### src/rtl/vec_reloc_pkg.sv
package vec_reloc_pkg;
  typedef struct packed {
    logic loadPud;
    logic loadSel;
  } regStrobes_t;
  localparam int PUD_BIT = 4;
  localparam int SEL_BIT = 1;
  localparam int UNLOCK_BIT = 0;
endpackage

### src/rtl/vec_reloc_ctrl.sv
module vec_reloc_ctrl
  import vec_reloc_pkg::*;
#(
  parameter int WIN_CYC = 4
) (
  input  logic        clk,
  input  logic        rstN,
  input  logic        wrEn,
  input  logic        wrUnlock,
  input  logic        instrDone,
  output regStrobes_t strobes,
  output logic        unlockQ,
  output logic        irqBlock
);
  localparam int CNT_W = $clog2(WIN_CYC + 1);

  logic [CNT_W-1:0] winCnt;
  logic waitInstr;
  logic setUnlock;

  assign setUnlock       = wrEn & wrUnlock;
  assign strobes.loadPud = wrEn;
  assign strobes.loadSel = wrEn & unlockQ & ~wrUnlock;

  always_ff @(posedge clk or negedge rstN) begin
    if (!rstN) begin
      unlockQ <= 1'b0;
      winCnt  <= '0;
    end else if (setUnlock) begin
      unlockQ <= 1'b1;
      winCnt  <= CNT_W'(WIN_CYC);
    end else if (strobes.loadSel) begin
      unlockQ <= 1'b0;
      winCnt  <= '0;
    end else if (unlockQ) begin
      if (winCnt == CNT_W'(1)) begin
        unlockQ <= 1'b0;
        winCnt  <= '0;
      end else begin
        winCnt <= winCnt - CNT_W'(1);
      end
    end
  end

  always_ff @(posedge clk or negedge rstN) begin
    if (!rstN)                waitInstr <= 1'b0;
    else if (strobes.loadSel) waitInstr <= 1'b1;
    else if (instrDone)       waitInstr <= 1'b0;
  end

  assign irqBlock = unlockQ | waitInstr;
endmodule

### src/rtl/vec_reloc_datapath.sv
module vec_reloc_datapath
  import vec_reloc_pkg::*;
#(
  parameter int ADDR_W = 16
) (
  input  logic              clk,
  input  logic              rstN,
  input  regStrobes_t       strobes,
  input  logic [7:0]        wrData,
  input  logic              unlockQ,
  input  logic              bootRstCfg,
  input  logic [ADDR_W-1:0] bootStart,
  output logic [7:0]        rdData,
  output logic              pullUpDis,
  output logic [ADDR_W-1:0] resetAddr,
  output logic [ADDR_W-1:0] vecBase
);
  logic vecSel;

  always_ff @(posedge clk or negedge rstN) begin
    if (!rstN) begin
      pullUpDis <= 1'b0;
      vecSel    <= 1'b0;
    end else begin
      if (strobes.loadPud) pullUpDis <= wrData[PUD_BIT];
      if (strobes.loadSel) vecSel    <= wrData[SEL_BIT];
    end
  end

  always_comb begin
    rdData             = '0;
    rdData[PUD_BIT]    = pullUpDis;
    rdData[SEL_BIT]    = vecSel;
    rdData[UNLOCK_BIT] = unlockQ;
  end

  assign resetAddr = bootRstCfg ? '0 : bootStart;
  assign vecBase   = vecSel ? bootStart + ADDR_W'(1) : ADDR_W'(1);
endmodule

### src/rtl/vec_reloc_reg.sv
module vec_reloc_reg
  import vec_reloc_pkg::*;
#(
  parameter int ADDR_W  = 16,
  parameter int WIN_CYC = 4
) (
  input  logic              clk,
  input  logic              rstN,
  input  logic              wrEn,
  input  logic [7:0]        wrData,
  output logic [7:0]        rdData,
  input  logic              instrDone,
  input  logic              bootRstCfg,
  input  logic [ADDR_W-1:0] bootStart,
  output logic              pullUpDis,
  output logic              irqBlock,
  output logic [ADDR_W-1:0] resetAddr,
  output logic [ADDR_W-1:0] vecBase
);
  regStrobes_t strobes;
  logic unlockQ;

  vec_reloc_ctrl #(.WIN_CYC(WIN_CYC)) u_ctrl (
    .clk(clk), .rstN(rstN), .wrEn(wrEn), .wrUnlock(wrData[UNLOCK_BIT]),
    .instrDone(instrDone), .strobes(strobes), .unlockQ(unlockQ),
    .irqBlock(irqBlock)
  );

  vec_reloc_datapath #(.ADDR_W(ADDR_W)) u_dp (
    .clk(clk), .rstN(rstN), .strobes(strobes), .wrData(wrData),
    .unlockQ(unlockQ), .bootRstCfg(bootRstCfg), .bootStart(bootStart),
    .rdData(rdData), .pullUpDis(pullUpDis), .resetAddr(resetAddr),
    .vecBase(vecBase)
  );
endmodule

### config.mk
export PLATFORM = sky130hd
export DESIGN_NAME = vec_reloc_reg
export DESIGN_NICKNAME = d
export VERILOG_FILES = /design/src/rtl/vec_reloc_pkg.sv /design/src/rtl/vec_reloc_ctrl.sv /design/src/rtl/vec_reloc_datapath.sv /design/src/rtl/vec_reloc_reg.sv
export SDC_FILE = /design/constraint.sdc
export NUM_CORES = 1
export LEC_CHECK = 0
export ABC_AREA = 1
export BUFFER_PORTS_ARGS = -buffer_cell sky130_fd_sc_hd__buf_2
export CAP_MARGIN = 20
export CORE_MARGIN = 8
export CORE_UTILIZATION = 36
export DETAILED_ROUTE_END_ITERATION = 6
export PLACE_DENSITY = 0.79
export SYNTH_ARGS = -nofsm -noshare
export SYNTH_HDL_FRONTEND = slang
export SYNTH_HIERARCHICAL = 1
export SYNTH_SLANG_ARGS = --single-unit
### constraint.sdc
create_clock -name clk -period 1 [get_ports clk]
set_input_delay 0.2 -clock clk [delete_from_list [all_inputs] [get_ports clk]]
set_output_delay 0.2 -clock clk [all_outputs]
set_load 0.01 [all_outputs]
After elaboration in Yosys (flattened, before gate mapping)
Index checks and enable logic that the tools add are counted.
- add/subtract/negate cells: 2
- equal/unequal tests: 1
- muxes and demuxes: 12
- bitwise operators: 5
- reduce and logical (&&, ||, !) cells: 2
- operator list (kind ; number):
    $mux 16 ; 2
    $add 16x1->16 const B ; 1
    $mux 3 ; 4
    $mux 1 ; 6
    $and 1x1->1 ; 3
    $eq 3x1->1 const B ; 1
    $reduce_bool 3->1 ; 1
    $sub 3x1->3 const B ; 1
    $reduce_bool 2->1 ; 1
    $not 1->1 ; 1
    $or 1x1->1 ; 1
- bits in registers: 7
- input bits: 29

Logic depth before layout (Yosys ltp)
Gate-level depths: netlist (run 1).
- word-level depth: 5
- mapped depth: 8

Cells and area by module
The synthesis (run 1) kept the hierarchy.
- by module, submodules not included (module ; instances ; cells each ; area an instance (um2) ; seq. area each (um2)):
    vec_reloc_datapath ; 1 ; 140 ; 671.9 ; 50.0
    vec_reloc_ctrl ; 1 ; 39 ; 291.5 ; 125.1

Least setup slack after synthesis (run 1)
No wires, ideal clock.
- kind: input-to-output
- from: input port bootStart[0]
- to: output port vecBase[12]
- arrival: 975 ps
- data required time: 800 ps
- slack: -175 ps
- stages: 7
- buffers on the path: 0
- cells stage by stage: ha_1 nand2_2 nor2_4 nand2_2 o21ai_2 inv_1 nor2_1
- longest elaborated chain between the ends: 2
- ends and longest elaborated chain (what ; line ; source):
    start: declaration ; vec_reloc_reg.sv:14 ; input logic [ADDR_W-1:0] bootStart,
    $add 16x1->16 ; vec_reloc_datapath.sv:38 ; assign vecBase = vecSel ? bootStart + ADDR_W'(1) : ADDR_W'(1);
    $mux 16 ; vec_reloc_datapath.sv:38 ;
    end: declaration ; vec_reloc_reg.sv:18 ; output logic [ADDR_W-1:0] vecBase
No other way between the ends.

Final worst setup path (run 1)
- from: register u_dp.vecSel
- to: output port vecBase[1]
- longest elaborated chain between the ends: 1
- ends and longest elaborated chain (what ; line ; source):
    start: declaration ; vec_reloc_datapath.sv:18 ; logic vecSel;
    start signal: assignment ; vec_reloc_datapath.sv:26 ; if (strobes.loadSel) vecSel <= wrData[SEL_BIT];
    $mux 16 ; vec_reloc_datapath.sv:38 ;
No other way between the ends.

==> results.tsv, run 1 <==
stage	metric	value	unit
final_layout	fillers	232	
cts	clk_latency	0.26	ns
global_routing	grt_pass1_wl	5260	um
placement	dp_hpwl	2650	um
placement	io_buffers	60	
timing	clock_skew	0.000803	ns
floorplanning	die_area	4590	um2
final_layout	final_cells	299	
final_layout	drive_above_1_share	48.3	%
floorplanning	rows	18	
power	total_power	1.77	mW
critical_path	critical-path-max-stage-delay	0.44	ns
floorplanning	core-area	2500	um2
global_routing	track_usage	14.3	%
timing	layout_setup_ws	-0.353	ns
logic_synthesis	ys_warn_count	6	
cts	cts_root_buffer	clkbuf_4	
routing	avgViaCountPerCell	4.46	
timing	hold_viol_final	0	
logic_synthesis	synth_cell_types	22	
global_routing	grt_pass1_vias	1202	
critical_path	cp-start-kind	register	
hold_path	hold-path-cell-count	2	
floorplanning	die_y	67.7	um
floorplanning	ios	71	
placement	place_area	1430	um2
hold_path	worstHoldEndpoint	u_ctrl/waitInstr	
routing	drtIter0Drc	79	
outcome	violations	negative setup slack	
power	ir_drop	990	uV
logic_synthesis	syn_area	963	um2
timing	fmax	739	MHz
outcome	status	complete, but fails checks	
timing	finalSetupViolations	23	
placement	place_inst	283	
cts	tritoncts	built	
timing	slew_viol_final	0	
placement	gp_congestion	0.825	
power	cellPowerDensity	1050	nW/um2
routing	ant_nets	0	
critical_path	ff2ff_path_depth	3	
critical_path	ff2ff_setup_slack	-0.08	ns
critical_path	r2r-start	u_dp/vecSel	
power	leakage	1.00	nW
cts	clockBufferDepth	2	
timing	post-route-period-util	135	%
cts	htreeDepth	1	
routing	drc	0	
final_layout	fin_nets	302	
hold_path	hold_class	in2reg	
global_routing	antenna_found_initial	0	
hold_path	min_from	instrDone	
logic_synthesis	netlist_instances	179	
timing	min_period	1.35	ns
routing	post_drt_wl_per_cell	11.2	um
global_routing	grt_max_degree	17	
floorplanning	die_w	67.7	um
global_routing	overflow	0	
critical_path	crit_path_end_kind	primary output	
job	cap_violations	0	
critical_path	path_common_cell	buf_6	
critical_path	path_cells	buf_6 > buf_6 > nand2_2 > inv_1 > buf_2	
final_layout	stdcell_area	1680	um2
critical_path	worstPathMaxFanout	6	
timing	setup_tns	-5.67	ns
routing	dr.pass1.iters	4	
logic_synthesis	synth-seq-area-share	18.2	%
routing	wl	3350	um
timing	grt_setup_unrepaired	yes	
critical_path	r2r-end	u_dp/vecSel	
critical_path	crit_slowest_cell	dfrtp_2	
final_layout	area_growth	74.8	%
logic_synthesis	synth-seq-cells	7	
final_layout	antenna_cells	0	
critical_path	cp.arrival	1.15	ns
routing	num_vias	1334	
cts	cts_sinks	7	
cts	cts_buffers	3	
logic_synthesis	syn-mean-instance-area	5.38	um2
floorplanning	initial_utilization	38.5	%
timing	whs	0.157	ns
cts	clkSlewWorstSetupHoldPaths	0.06	ns
critical_path	worstSetupPathType	reg2out	
critical_path	crit_required	0.80	ns
[worst max-delay path by stage]
stage | start | end | slack [ns] | cells after the start
final | u_dp/vecSel | vecBase[1] | -0.35 | 5
after detailed placement | bootStart[0] | vecBase[12] | -0.40 | 9
after CTS | u_dp/vecSel | vecBase[1] | -0.38 | 5
after floorplan | bootStart[0] | vecBase[12] | -0.10 | 7
after global placement | bootStart[0] | vecBase[12] | -0.37 | 10
after global routing | u_dp/vecSel | vecBase[10] | -0.42 | 4
[report_power, final]
| group | switching [mW] | total [mW] | leakage (nW) | internal, mW |
|---|---|---|---|---|
| Sequential | 0.0600 | 0.397 | 0.0841 | 0.337 |
| Clock | 0.120 | 0.267 | 0.0177 | 0.147 |
| Combinational | 0.561 | 1.11 | 0.899 | 0.546 |
| Total | 0.741 | 1.77 | 1.00 | 1.03 |
[critical path: cells and delay by family (launching register included)]
family        cells  cell delay [ns]
simple gates      1             0.04
buf+inv           4             0.41
flops             1             0.44
[flip-flops by register name, indices dropped and copies added, names as in the netlist]
register	count
u_dp/pullUpDis	1
u_ctrl/waitInstr	1
u_ctrl/winCnt	3
u_ctrl/unlockQ	1
u_dp/vecSel	1
[cells in the mapped netlist (all sizes together)]
cell | n | share of area [%]
nand4 | 1 | 0.65
ha | 3 | 3.9
inv | 33 | 13
nor2 | 48 | 21
mux2 | 2 | 2.3
nand3 | 3 | 1.6
o22ai | 1 | 0.65
clkbuf | 2 | 0.78
nand2 | 48 | 20
conb | 1 | 0.39
clkinv | 1 | 0.39
nor3 | 1 | 0.52
a21oi | 8 | 4.2
dfrtp | 7 | 18
o21ai | 10 | 5.6
buf | 10 | 7.5
[timing repair]
action	CTS	global route
gates cloned	0	0
endpoints found under the hold margin	7	0
pin swaps	9	9
endpoints found under the setup margin	27	28
buffers inserted	8	3
hold buffers	1	0
resized for setup	25	20
[logic make-up (layout without fill, tap and decap cells)]
family	after synthesis	after routing	synth area share, %
other cells	1	5	0.389
compound gates	19	19	10.4
flops	7	7	18.2
simple gates	101	101	43.2
mux	2	2	2.34
fa+ha+maj	3	3	3.90
buf+inv	46	132	21.6
[cell type report]
type / instances / area (um2) / area share (%)
flip-flops and latches: 7 / 178 / 10.5
repair buffers: 94 / 631 / 37.4
well taps: 30 / 37.5 / 2.23
multi-input cells: 130 / 681 / 40.4
clock inverters: 1 / 5.00 / 0.297
clock buffers: 3 / 22.5 / 1.34
inverters: 34 / 130 / 7.73
[routing by layer]
layer / vias up / track usage, % / share of wire, %
met4: 0 / 3.92 / 0.93
li1: 700 / - / -
met3: 5 / 3.48 / 9.2
met5: - / 0 / 0
met2: 46 / 24.7 / 48
met1: 583 / 17.1 / 42
[cell usage in the layout (no fill, tap or decap)]
cell,netlist,layout
a21oi_1,8,7
a21oi_2,0,1
buf_2,1,52
buf_4,9,28
buf_6,0,10
buf_8,0,2
clkbuf_4,0,4
clkinv_1,1,1
clkinv_2,0,1
conb_1,1,5
dfrtp_1,7,5
dfrtp_2,0,2
dlygate4sd3_1,0,1
ha_4,0,3
inv_1,33,27
inv_2,0,5
inv_4,0,1
mux2_2,2,2
nand2_1,44,42
nand2_2,4,5
nand2_4,0,1
nand3_1,3,2
nand3_2,0,1
nand4_1,1,1
nor2_1,44,38
nor2_2,2,6
nor2_4,2,4
nor3_1,1,1
o21ai_0,8,5
o21ai_1,1,3
o21ai_2,1,2
o22ai_1,1,1
[per-stage QoR]
stage | setup WS (ns) | utilization (%)
5_1_grt | -0.418 | 67.4
2_1_floorplan | -0.103 | -
4_1_cts | -0.380 | 64.3
6_report | -0.353 | 67.4
3_3_place_gp | -0.371 | 57.1
3_5_place_dp | -0.399 | 57.1
(Power assumes the default switching activity.)
==> run 2, diff against run 1 <==
- ABC_AREA: 1 -> default
- PLACE_DENSITY: 0.79 -> 0.8
==> results.tsv, run 2 <==
stage	metric	value	unit
cts	htreeDepth	1	
timing	grt_setup_unrepaired	yes	
timing	fmax	663	MHz
critical_path	worstSetupPathType	in2out	
critical_path	worstPathMaxFanout	4	
cts	cts_root_buffer	clkbuf_4	
critical_path	endpoint	vecBase[13]	
final_layout	antenna_cells	0	
power	cellPowerDensity	1060	nW/um2
final_layout	final_cell_mix	buf_2 (32), buf_6 (26), nor2b_1 (14)	
global_routing	grt_max_degree	17	
cts	clockBufferDepth	2	
final_layout	area_growth	98.0	%
routing	drtIter0Drc	41	
placement	gp_congestion	0.738	
final_layout	fin_nets	231	
routing	num_vias	1128	
power	leakage	0.903	nW
floorplanning	die_w	66.7	um
logic_synthesis	syn_area	926	um2
logic_synthesis	synth_compound_area_share	8.65	%
final_layout	drive_above_1_share	65.7	%
hold_path	hold_class	in2reg	
timing	hold_viol_final	0	
cts	clkSlewWorstSetupHoldPaths	0.05	ns
logic_synthesis	yosysTopAreaCell	dfrtp_1	
routing	post_drt_wl_per_cell	16.1	um
global_routing	overflow	0	
floorplanning	core-area	2450	um2
placement	dp_hpwl	2400	um
final_layout	largest_reg_flops	3	
cts	cts_sinks	7	
timing	whs	0.139	ns
critical_path	ff2ff_path_depth	5	
global_routing	antenna_found_initial	0	
critical_path	r2r-start	u_ctrl/unlockQ	
logic_synthesis	synth_edf_count	0	
routing	wl	3670	um
logic_synthesis	synth_xor_area_share	10.4	%
logic_synthesis	yosys-mux-area-fraction	3.51	%
floorplanning	initial_utilization	37.7	%
critical_path	cp-startpoint	bootStart[9]	
global_routing	grt_pass1_wl	5400	um
final_layout	multi_input_area	848	um2
placement	io_buffers	60	
logic_synthesis	synth.most_common_cell	nor2b_1	
logic_synthesis	synth_top_family_by_area	simple AND/OR/NAND/NOR gates	
global_routing	grt_pass1_vias	1110	
logic_synthesis	ys_warn_count	6	
logic_synthesis	syn-mean-instance-area	7.78	um2
final_layout	final_common_cell	buf_2	
critical_path	crit_path_end_kind	primary output	
routing	avgViaCountPerCell	4.95	
final_layout	utilization	74.7	%
logic_synthesis	synth_area_leaders	dfrtp_1 (19%), nor2b_1 (9.5%), and2_1 (8.1%)	
critical_path	cp.arrival	1.31	ns
floorplanning	ios	71	
job	cap_violations	0	
critical_path	r2r-end	u_ctrl/winCnt[0]	
timing	clock_skew	0.00566	ns
cts	clk_latency	0.25	ns
final_layout	regArea	178	um2
logic_synthesis	synth-seq-area-share	18.9	%
logic_synthesis	synth_cell_types	34	
logic_synthesis	async_flop_share	100	%
routing	drc	0	
routing	ant_nets	0	
final_layout	fillers	164	
timing	post-route-period-util	151	%
logic_synthesis	synth-seq-cells	7	
timing	finalSetupViolations	24	
global_routing	track_usage	15.0	%
critical_path	crit_required	0.80	ns
logic_synthesis	ys.flop_type	dfrtp_1	
floorplanning	die_y	66.7	um
cts	tritoncts	built	
floorplanning	rows	18	
final_layout	regMostFlops	u_ctrl/winCnt	
critical_path	ff2ff_setup_slack	-0.12	ns
logic_synthesis	synth.top_cell.area_share	18.9	%
floorplanning	die_area	4450	um2
timing	slew_viol_final	0	
logic_synthesis	synth-simple-area-share	42.7	%
outcome	violations	negative setup slack	
critical_path	cp-start-kind	primary input	
power	ir_drop	1110	uV
logic_synthesis	netlist_instances	119	
timing	layout_setup_ws	-0.509	ns
logic_synthesis	synth_commonest_cells	nor2b_1 (14), and2_1 (12), nand2_1 (12), buf_4 (9), xor2_1 (8)	
cts	cts_buffers	3	
logic_synthesis	synth_adder_area_share	4.05	%
routing	dr.pass1.iters	4	
timing	min_period	1.51	ns
outcome	status	complete, but fails checks	
[run 2: changes by cell type in the layout (fill, tap and decap cells not counted), sizes merged, moves of 5 or more]
cell	before	now
nor2b	0	14
nand2	48	12
a21oi	8	2
inv	33	8
and2	0	12
buf	92	80
xor2	0	8
o21ai	10	5
nor2	48	5
[run 2: kinds of logic after synthesis]
logic type | after synthesis
multiplexers | 3
adder cells (fa/ha/maj) | 3
flip-flops | 7
buffers and inverters | 19
AO/OA/AOI/OAI | 12
other | 1
XOR/XNOR | 11
AND/OR/NAND/NOR | 63
[run 2: routing by layer]
layer	wire length [um]	global-route usage, %	up-vias	share of wire (%)
met2	1960	28.6	56	53
met5	0	0	-	0
li1	-	-	543	-
met1	1340	15.9	527	37
met3	340	3.69	2	9.3
met4	24	3.20	0	0.65
[run 2: how the worst min path moves through the flow]
stage               slack [ns]      start               end  depth (start not counted)
floorplan                 -0.1       rstN    u_ctrl/unlockQ                          0
global placement          0.04       rstN  u_ctrl/waitInstr                          1
detailed placement        0.04       rstN  u_ctrl/waitInstr                          1
CTS                       0.13  instrDone  u_ctrl/waitInstr                          2
global route              0.12  instrDone  u_ctrl/waitInstr                          2
finish                    0.14  instrDone  u_ctrl/waitInstr                          2
[run 2: power breakdown]
| group | total, mW | internal [mW] | switching (mW) |
|---|---|---|---|
| sequential | 0.405 | 0.340 | 0.0654 |
| combinational | 1.28 | 0.736 | 0.546 |
| clock | 0.251 | 0.152 | 0.0992 |
[run 2: metrics by stage]
| stage | std cells | instance area [um2] | power (mW) | TNS (ns) | worst slack (ns) |
|---|---|---|---|---|---|
| after floorplan | 123 | 1020 | 0.895 | -1.30 | -0.195 |
| after global placement | 220 | 1430 | 1.30 | -5.43 | -0.467 |
| after detailed placement | 220 | 1430 | 1.32 | -5.79 | -0.501 |
| after CTS | 227 | 1700 | 1.76 | -6.47 | -0.427 |
| after global routing | 228 | 1830 | 2.07 | -7.94 | -0.561 |
| final | 228 | 1830 | 1.94 | -6.81 | -0.509 |
[run 2: timing repair]
item / in CTS / in global routing
setup endpoints to repair: 25 / 29
hold endpoints to repair: 7 / 0
buffers inserted: 2 / 1
pin swaps: 22 / 12
hold buffers: 1 / 0
resized for setup: 53 / 28
[run 2: worst max-delay path: stages]
cell and delay, ns:
buf_8 0.08, nand4_1 0.16, nor4_4 0.35, xor2_1 0.24
and2_4 0.18, buf_6 0.09
[run 2: final cells by class]
class,count,area share (%)
timing repair buffer,82,38.6
tap,30,2.05
inverter,8,1.91
sequential,7,9.69
multi-input combinational,97,46.3
clock buffer,4,1.43
